File: src/rtl/trig_pkg.sv
package trig_pkg;
  // Lookup index width; fixed by the row command format (low nibble).
  localparam int GRP_W = 4;

  typedef struct packed {
    logic             rowWrite;
    logic [GRP_W-1:0] rowIdx;
    logic             clearHist;
    logic             sampleEn;
  } trigStrobes_t;

  typedef enum logic {
    CMD_IDLE = 1'b0,
    CMD_PROG = 1'b1
  } cmdState_t;
endpackage

File: src/rtl/trig_datapath.sv
module trig_datapath
  import trig_pkg::*;
#(
  parameter int CH_W       = 16,
  parameter int FAST_SEL_W = 3
) (
  input  logic                        clk,
  input  logic                        rstN,
  input  trigStrobes_t                strb,
  input  logic [3*(CH_W/GRP_W)+0:0]   rowData,
  input  logic                        edgeEnable,
  input  logic                        fastMode,
  input  logic [FAST_SEL_W-1:0]       fastPin,
  input  logic                        fastFall,
  input  logic [CH_W-1:0]             sample,
  output logic                        condHit
);
  localparam int NGRP   = CH_W / GRP_W;
  localparam int ENT    = 1 << GRP_W;
  localparam int FAST_N = 1 << FAST_SEL_W;

  logic [NGRP-1:0][ENT-1:0] vmTab, e0Tab, e1Tab;
  logic [ENT-1:0]           funcTab;
  logic [NGRP-1:0]          vmHit, e0Hit, e1Hit;
  logic                     prevM0, prevM1;
  logic [FAST_N-1:0]        prevFast;

  always_ff @(posedge clk or negedge rstN) begin
    if (!rstN) begin
      vmTab   <= '0;
      e0Tab   <= '0;
      e1Tab   <= '0;
      funcTab <= '0;
    end else if (strb.rowWrite) begin
      for (int g = 0; g < NGRP; g++) begin
        vmTab[g][strb.rowIdx] <= rowData[g];
        e0Tab[g][strb.rowIdx] <= rowData[NGRP+g];
        e1Tab[g][strb.rowIdx] <= rowData[2*NGRP+g];
      end
      funcTab[strb.rowIdx] <= rowData[3*NGRP];
    end
  end

  for (genvar g = 0; g < NGRP; g++) begin : gLookup
    logic [GRP_W-1:0] grpIdx;
    assign grpIdx   = sample[g*GRP_W +: GRP_W];
    assign vmHit[g] = vmTab[g][grpIdx];
    assign e0Hit[g] = e0Tab[g][grpIdx];
    assign e1Hit[g] = e1Tab[g][grpIdx];
  end

  logic vmMatch, m0, m1, rise0, fall0, rise1, fall1;
  logic [3:0] funcIdx;
  logic fastCur, fastPrev, fastEdge;

  assign vmMatch  = &vmHit;
  assign m0       = &e0Hit;
  assign m1       = &e1Hit;
  assign rise0    = m0 & ~prevM0;
  assign fall0    = ~m0 & prevM0;
  assign rise1    = m1 & ~prevM1;
  assign fall1    = ~m1 & prevM1;
  assign funcIdx  = {fall1, rise1, fall0, rise0};
  assign fastCur  = sample[fastPin];
  assign fastPrev = prevFast[fastPin];
  assign fastEdge = fastFall ? (fastPrev & ~fastCur) : (~fastPrev & fastCur);

  always_comb begin
    if (fastMode)        condHit = fastEdge;
    else if (edgeEnable) condHit = vmMatch & funcTab[funcIdx];
    else                 condHit = vmMatch;
  end

  always_ff @(posedge clk or negedge rstN) begin
    if (!rstN) begin
      prevM0   <= 1'b0;
      prevM1   <= 1'b0;
      prevFast <= '0;
    end else if (strb.clearHist) begin
      prevM0   <= 1'b0;
      prevM1   <= 1'b0;
      prevFast <= '0;
    end else if (strb.sampleEn) begin
      prevM0   <= m0;
      prevM1   <= m1;
      prevFast <= sample[FAST_N-1:0];
    end
  end

  // history is empty right after a re-arm
  a_r4_hist_clear: assert property (@(posedge clk) disable iff (!rstN)
    strb.clearHist |=> (!prevM0 && !prevM1 && prevFast == '0));
  // history frozen when no sample is taken
  a_r9_hist_hold: assert property (@(posedge clk) disable iff (!rstN)
    (!strb.sampleEn && !strb.clearHist) |=> ($stable(prevM0) && $stable(prevM1) && $stable(prevFast)));
endmodule

File: src/rtl/trig_ctrl.sv
module trig_ctrl
  import trig_pkg::*;
#(
  parameter int POS_W = 16
) (
  input  logic             clk,
  input  logic             rstN,
  input  logic             start,
  input  logic             cmdValid,
  input  logic [7:0]       cmdByte,
  input  logic             sampleValid,
  input  logic             condHit,
  output trigStrobes_t     strb,
  output logic             fired,
  output logic [POS_W-1:0] firePos
);
  localparam logic [7:0]       CMD_ENTER = 8'h20;
  localparam logic [7-GRP_W:0] ROW_OP    = 4'h3;

  cmdState_t         state;
  logic [POS_W-1:0]  posCnt;
  logic              isRowCmd;

  assign isRowCmd       = cmdByte[7:GRP_W] == ROW_OP;
  assign strb.rowWrite  = cmdValid && state == CMD_PROG && isRowCmd;
  assign strb.rowIdx    = cmdByte[GRP_W-1:0];
  assign strb.clearHist = start;
  assign strb.sampleEn  = sampleValid && !start;

  always_ff @(posedge clk or negedge rstN) begin
    if (!rstN) begin
      state <= CMD_IDLE;
    end else if (cmdValid) begin
      if (cmdByte == CMD_ENTER)                 state <= CMD_PROG;
      else if (!(state == CMD_PROG && isRowCmd)) state <= CMD_IDLE;
    end
  end

  always_ff @(posedge clk or negedge rstN) begin
    if (!rstN) begin
      posCnt  <= '0;
      fired   <= 1'b0;
      firePos <= '0;
    end else if (start) begin
      posCnt  <= '0;
      fired   <= 1'b0;
      firePos <= '0;
    end else if (strb.sampleEn) begin
      posCnt <= posCnt + 1'b1;
      if (!fired && condHit) begin
        fired   <= 1'b1;
        firePos <= posCnt;
      end
    end
  end

  // sticky flag and frozen position
  a_r8_sticky: assert property (@(posedge clk) disable iff (!rstN)
    (fired && !start) |=> fired);
  a_r8_pos_hold: assert property (@(posedge clk) disable iff (!rstN)
    (fired && !start) |=> $stable(firePos));
  a_r8_cause: assert property (@(posedge clk) disable iff (!rstN)
    $rose(fired) |-> $past(sampleValid && condHit));
  // re-arm clears result
  a_r1_rearm: assert property (@(posedge clk) disable iff (!rstN)
    start |=> (!fired && firePos == '0));
  // enter command always lands in programming mode
  a_r3_enter: assert property (@(posedge clk) disable iff (!rstN)
    (cmdValid && cmdByte == CMD_ENTER) |=> state == CMD_PROG);
endmodule

File: src/rtl/trig_unit.sv
module trig_unit
  import trig_pkg::*;
#(
  parameter int CH_W       = 16,
  parameter int FAST_SEL_W = 3,
  parameter int POS_W      = 16,
  localparam int ROW_W     = 3*(CH_W/GRP_W)+1
) (
  input  logic                  clk,
  input  logic                  rstN,
  input  logic                  start,
  input  logic                  cmdValid,
  input  logic [7:0]            cmdByte,
  input  logic [ROW_W-1:0]      cmdData,
  input  logic                  edgeEnable,
  input  logic                  fastMode,
  input  logic [FAST_SEL_W-1:0] fastPin,
  input  logic                  fastFall,
  input  logic                  sampleValid,
  input  logic [CH_W-1:0]       sample,
  output logic                  fired,
  output logic [POS_W-1:0]      firePos
);
  trigStrobes_t strb;
  logic         condHit;

  trig_ctrl #(.POS_W(POS_W)) uCtrl (
    .clk(clk), .rstN(rstN), .start(start), .cmdValid(cmdValid),
    .cmdByte(cmdByte), .sampleValid(sampleValid), .condHit(condHit),
    .strb(strb), .fired(fired), .firePos(firePos)
  );

  trig_datapath #(.CH_W(CH_W), .FAST_SEL_W(FAST_SEL_W)) uData (
    .clk(clk), .rstN(rstN), .strb(strb), .rowData(cmdData),
    .edgeEnable(edgeEnable), .fastMode(fastMode), .fastPin(fastPin),
    .fastFall(fastFall), .sample(sample), .condHit(condHit)
  );
endmodule

File: config.mk
export PLATFORM = sky130hd
export DESIGN_NAME = trig_unit
export DESIGN_NICKNAME = d
export VERILOG_FILES = /design/src/rtl/trig_pkg.sv /design/src/rtl/trig_datapath.sv /design/src/rtl/trig_ctrl.sv /design/src/rtl/trig_unit.sv
export SDC_FILE = /design/constraint.sdc
export NUM_CORES = 1
export LEC_CHECK = 0
export ABC_AREA = 1
export BUFFER_PORTS_ARGS = -buffer_cell sky130_fd_sc_hd__clkbuf_2
export CAP_MARGIN = 30
export CORE_MARGIN = 2
export CORE_UTILIZATION = 50
export CTS_CLUSTER_DIAMETER = 60
export DETAILED_ROUTE_END_ITERATION = 10
export GPL_TIMING_DRIVEN = 0
export MAX_ROUTING_LAYER = met4
export PLACE_DENSITY = 0.68
export SETUP_SLACK_MARGIN = 0.4
export SYNTH_ARGS = -nofsm -noshare
export SYNTH_HDL_FRONTEND = slang
export SYNTH_SLANG_ARGS = --single-unit
File: constraint.sdc
create_clock -name clk -period 2.09 [get_ports clk]
set_clock_uncertainty 0.1 [all_clocks]
set_input_delay 0 -clock clk [delete_from_list [all_inputs] [get_ports clk]]
set_output_delay 0 -clock clk [all_outputs]
set_load 0.05 [all_outputs]
==> summary.md <==
| Metric | Value |
|---|---|
| Final Total Pwr | `11.0 mW` |
| Worst hold slack after final layout | `-136 ps` |
| Sequential cell area fraction in the yosys report | `53.6%` |
| Met1 capacity usage during global routing | `47.3%` |
| Area of the die | `24,100 sq um` |
| Pwr/cell area | `748 nW/um^2` |
| TritonRoute pass-1 iters | `5` |
| Netlist Area Pre-Place | `11,400 sq um` |
| WP buf/inv | `4` |
| Type of origin of the critical path | `register` |
| Final GP Congestion | `0.890` |
| Top Usage Layer GRT | `met1` |
| GRT met2 Usage | `45.9%` |
| Floorplan die height | `155 microns` |
| Largest delay share family, worst path | `simple AND/OR/NAND/NOR gates` |
| Number of antenna violations at the first check in global routing | `0` |
| Inserted Diodes | `0` |
| Ratio of cells with drive above 1 in the final layout | `21.5%` |
| Port-buffer cells | `59` |
| Proportion of register bits with asynchronous set or reset after synthesis | `100%` |
| Maximum buffer depth of the clock tree | `3` |
| Final instance area | `14,600 sq um` |
| Worst-path cell with the longest stage delay | `sky130_fd_sc_hd__dfrtp_1` |
| Measured slew at the worst slew-check pin | `531 ps` |
| Maximum number of pins on one net before global-route repair | `102` |
| First-pass GRT wire length | `58.3 mm` |
| GRT Resource Usage Total | `32.4%` |
| Clock latency reported for the late side of the worst-skew pair | `550 ps` |
| Post-layout nets | `1,593` |
| Net count of the mapped netlist | `1,424` |
| Clock root cell | `sky130_fd_sc_hd__clkbuf_16` |
| Largest vdd supply drop | `0.985 mV` |
| Pre-CTS worst setup slack | `-433 ps` |
| Element type at the critical path end | `register` |
| Status | `finished, violations left` |
| Share of the synthesized area in the top cell type | `53.6%` |
| Hold Crit Class | `input pin to async pin` |
| Number of violations of the max-capacitance limit | `0` |
| Warnings, synthesis | `0` |
| Cell with the most instances on the worst path | `sky130_fd_sc_hd__nand2_1` |
| Total I/O pin count | `65` |
| TritonCTS clock tree | `done` |
| Core Area | `22,600 sq um` |
| Leakage power | `6.90 nW` |
| Data required, critical path | `2400 ps` |
| Mean cell area of the mapped netlist | `8.32 sq um` |
| Routed length per instance | `20.6 microns` |
| Library cell with the largest summed area after synthesis | `sky130_fd_sc_hd__dfrtp_1` |
| Worst path max stage delay | `340 ps` |
| Relative max-transition margin | `64.6%` |
| Starting Density | `50.7%` |
| Post-Syn Instances | `1,375` |
| Number of inserted filler cells in the final layout | `1,926` |
| Via density | `5.92` |
| DRC errors left | `0` |
| Clock transition at the register clock pins on the worst setup and hold paths after CTS | `60 ps` |
| Time the final worst path needs with I/O delays and setup | `2320 ps` |
| Clock sink total | `245` |
| Post-detailed-route count of antenna-violating nets | `0` |
| Unique masters post-synth | `38` |
| DRT iter0 DRCs | `1,113` |
| Setup violators final | `17` |
| Maximum frequency from static timing analysis | `0.431 GHz` |
| Sum of routed wire length over all layers | `38.2 mm` |
| Slack of the critical path | `-229 ps` |
| Most used cells in the layout excluding fill and tap cells | `355 x sky130_fd_sc_hd__nand2_1, 274 x sky130_fd_sc_hd__o21ai_0, 245 x sky130_fd_sc_hd__dfrtp_1` |
| TritonCTS buffer count | `28` |
| Chip Width | `155 microns` |
| Vias in the first global route | `10,000` |
| Post-route clock period utilization | `111%` |
| Largest fanout on the critical path | `5` |
| Overflow left after global routing | `0` |
| Number of placement rows | `55` |
| CP cell instances | `o21ai_0 -> o22ai_1 -> nand2_1 -> nand2_1 -> nand2_1 -> nand2_2 -> nand2_1 -> inv_2 -> nand3_2 -> buf_4 -> inv_1 -> nand2_1 -> nand3_1 -> nand2_2 -> nand2_4 -> nand2_8 -> nand2_8 -> clkbuf_16 -> a21oi_4` |
| Met3 Track Usage GR | `6.18%` |
| #FFs+latches synth | `245` |
| H-Tree Level Count | `1` |
| Number of pins exceeding their max-slew limit in the final report | `0` |
| Final hold viol count | `50` |
| Violations in the final reports | `hold timing, setup timing` |
| Post-detailed-placement cell area | `12,200 sq um` |
| Commonest non-fill, non-tap cell in the layout | `sky130_fd_sc_hd__nand2_1` |
| Top_reg_cell synth | `sky130_fd_sc_hd__dfrtp_1` |
| Post-synthesis to final-layout area growth | `28.0%` |
| Arrival time of data at the critical path endpoint | `2630 ps` |
| Top area cells in the synthesized netlist | `sky130_fd_sc_hd__dfrtp_1 54%, sky130_fd_sc_hd__nand2_1 12%, sky130_fd_sc_hd__o21ai_0 12%` |
| RSZ-0062 raised after global routing | `yes` |
| Overall via count from detail_route | `11,000` |
| Number of enable-type register cells in the synthesized netlist | `0` |
| Type of the setup path with the least slack | `register to register` |
| Detailed Place HPWL | `23.2 mm` |
==> power by group <==
group          switching, mW  internal, mW
clock                   2.06          3.12
combinational          0.640         0.338
sequential            0.0209          4.77
total                   2.72          8.23
==> path summary, 6_finish.rpt <==
check                                start           endpoint  slack [ps]  depth (start not counted)
max in group asynchronous             rstN    uData.e0Tab[15]         730                          4
min                                   rstN    uData.e1Tab[34]        -140                          2
max                        uData.e1Tab[46]        uCtrl.fired        -230                         19
max reg2reg                uData.e1Tab[46]        uCtrl.fired        -230                         19
min reg2reg                uData.e1Tab[49]    uData.e1Tab[49]         380                          2
min in group clk                 sample[1]  uData.prevFast[1]          30                          4
==> cells in the mapped netlist (8+ instances only) <==
master and count:
sky130_fd_sc_hd__nand2_1 377, sky130_fd_sc_hd__o21ai_0 282, sky130_fd_sc_hd__dfrtp_1 245, sky130_fd_sc_hd__nand3_1 95, sky130_fd_sc_hd__nor2_1 86, sky130_fd_sc_hd__inv_1 68
sky130_fd_sc_hd__clkbuf_1 49, sky130_fd_sc_hd__o22ai_1 36, sky130_fd_sc_hd__nand4_1 21, sky130_fd_sc_hd__a21oi_1 17, sky130_fd_sc_hd__buf_2 16, sky130_fd_sc_hd__nand3_2 13
sky130_fd_sc_hd__buf_6 12, sky130_fd_sc_hd__nor3_1 8
==> final cells by class <==
type / count / area, sq um / area share (%)
buffer: 83 / 743 / 5.07
clock buffer: 37 / 816 / 5.57
clock inverter: 15 / 169 / 1.15
inverter: 79 / 332 / 2.26
multi-input combinational: 968 / 5030 / 34.3
sequential: 245 / 6130 / 41.9
tap: 285 / 357 / 2.43
timing repair buffer: 139 / 1070 / 7.33
==> cells by family after synthesis <==
| family | synth area share, % |
|---|---|
| AO/OA/AOI/OAI | 15.8 |
| adder cells (fa/ha/maj) | 0.109 |
| AND/OR/NAND/NOR | 23.6 |
| buffers and inverters | 6.93 |
| flip-flops | 53.6 |
==> registers in the layout (all words and copies together) (netlist names) <==
name,flops
uCtrl.state,1
uCtrl.posCnt,16
uData.e0Tab,64
uData.funcTab,9
uData.prevM1,1
uData.prevFast,8
uData.vmTab,64
uCtrl.fired,1
uCtrl.firePos,16
uData.e1Tab,64
uData.prevM0,1
==> per-layer routing <==
layer	part of all wire, %	vias to the layer above
met5	0	-
met4	3.7	0
met3	10	97
met2	43	545
met1	43	5365
li1	-	4945
==> through the flow <==
| stage | TNS, ps | util, % | cells |
|---|---|---|---|
| floorplan | 0 | - | 1375 |
| global placement | -1030030 | 53.6 | 1719 |
| detailed placement | -14240 | 53.9 | 1721 |
| CTS | -2570 | 62.6 | 1820 |
| global route | -5330 | 64.9 | 1851 |
| finish | -3390 | 64.9 | 1851 |
==> worst reg2reg max path, stage by stage, from the launching register on <==
cell and delay [ps]:
sky130_fd_sc_hd__dfrtp_1 340, sky130_fd_sc_hd__o21ai_0 80, sky130_fd_sc_hd__o22ai_1 260, sky130_fd_sc_hd__nand2_1 80, sky130_fd_sc_hd__nand2_1 60, sky130_fd_sc_hd__nand2_1 50, sky130_fd_sc_hd__nand2_2 90, sky130_fd_sc_hd__nand2_1 70
sky130_fd_sc_hd__inv_2 70, sky130_fd_sc_hd__nand3_2 90, sky130_fd_sc_hd__buf_4 150, sky130_fd_sc_hd__inv_1 40, sky130_fd_sc_hd__nand2_1 50, sky130_fd_sc_hd__nand3_1 70, sky130_fd_sc_hd__nand2_2 90, sky130_fd_sc_hd__nand2_4 100
sky130_fd_sc_hd__nand2_8 80, sky130_fd_sc_hd__nand2_8 100, sky130_fd_sc_hd__clkbuf_16 160, sky130_fd_sc_hd__a21oi_4 50
==> repair_timing <==
| item | 4_1_cts | 5_1_grt |
|---|---|---|
| setup endpoints to repair | 227 | 229 |
| hold buffers | 32 | 3 |
| cloned | 0 | 1 |
| resized for setup | 150 | 79 |
| buffers inserted | 15 | 27 |
| pin swaps | 11 | 48 |
| hold endpoints to repair | 334 | 73 |
(Power assumes the default switching activity.)
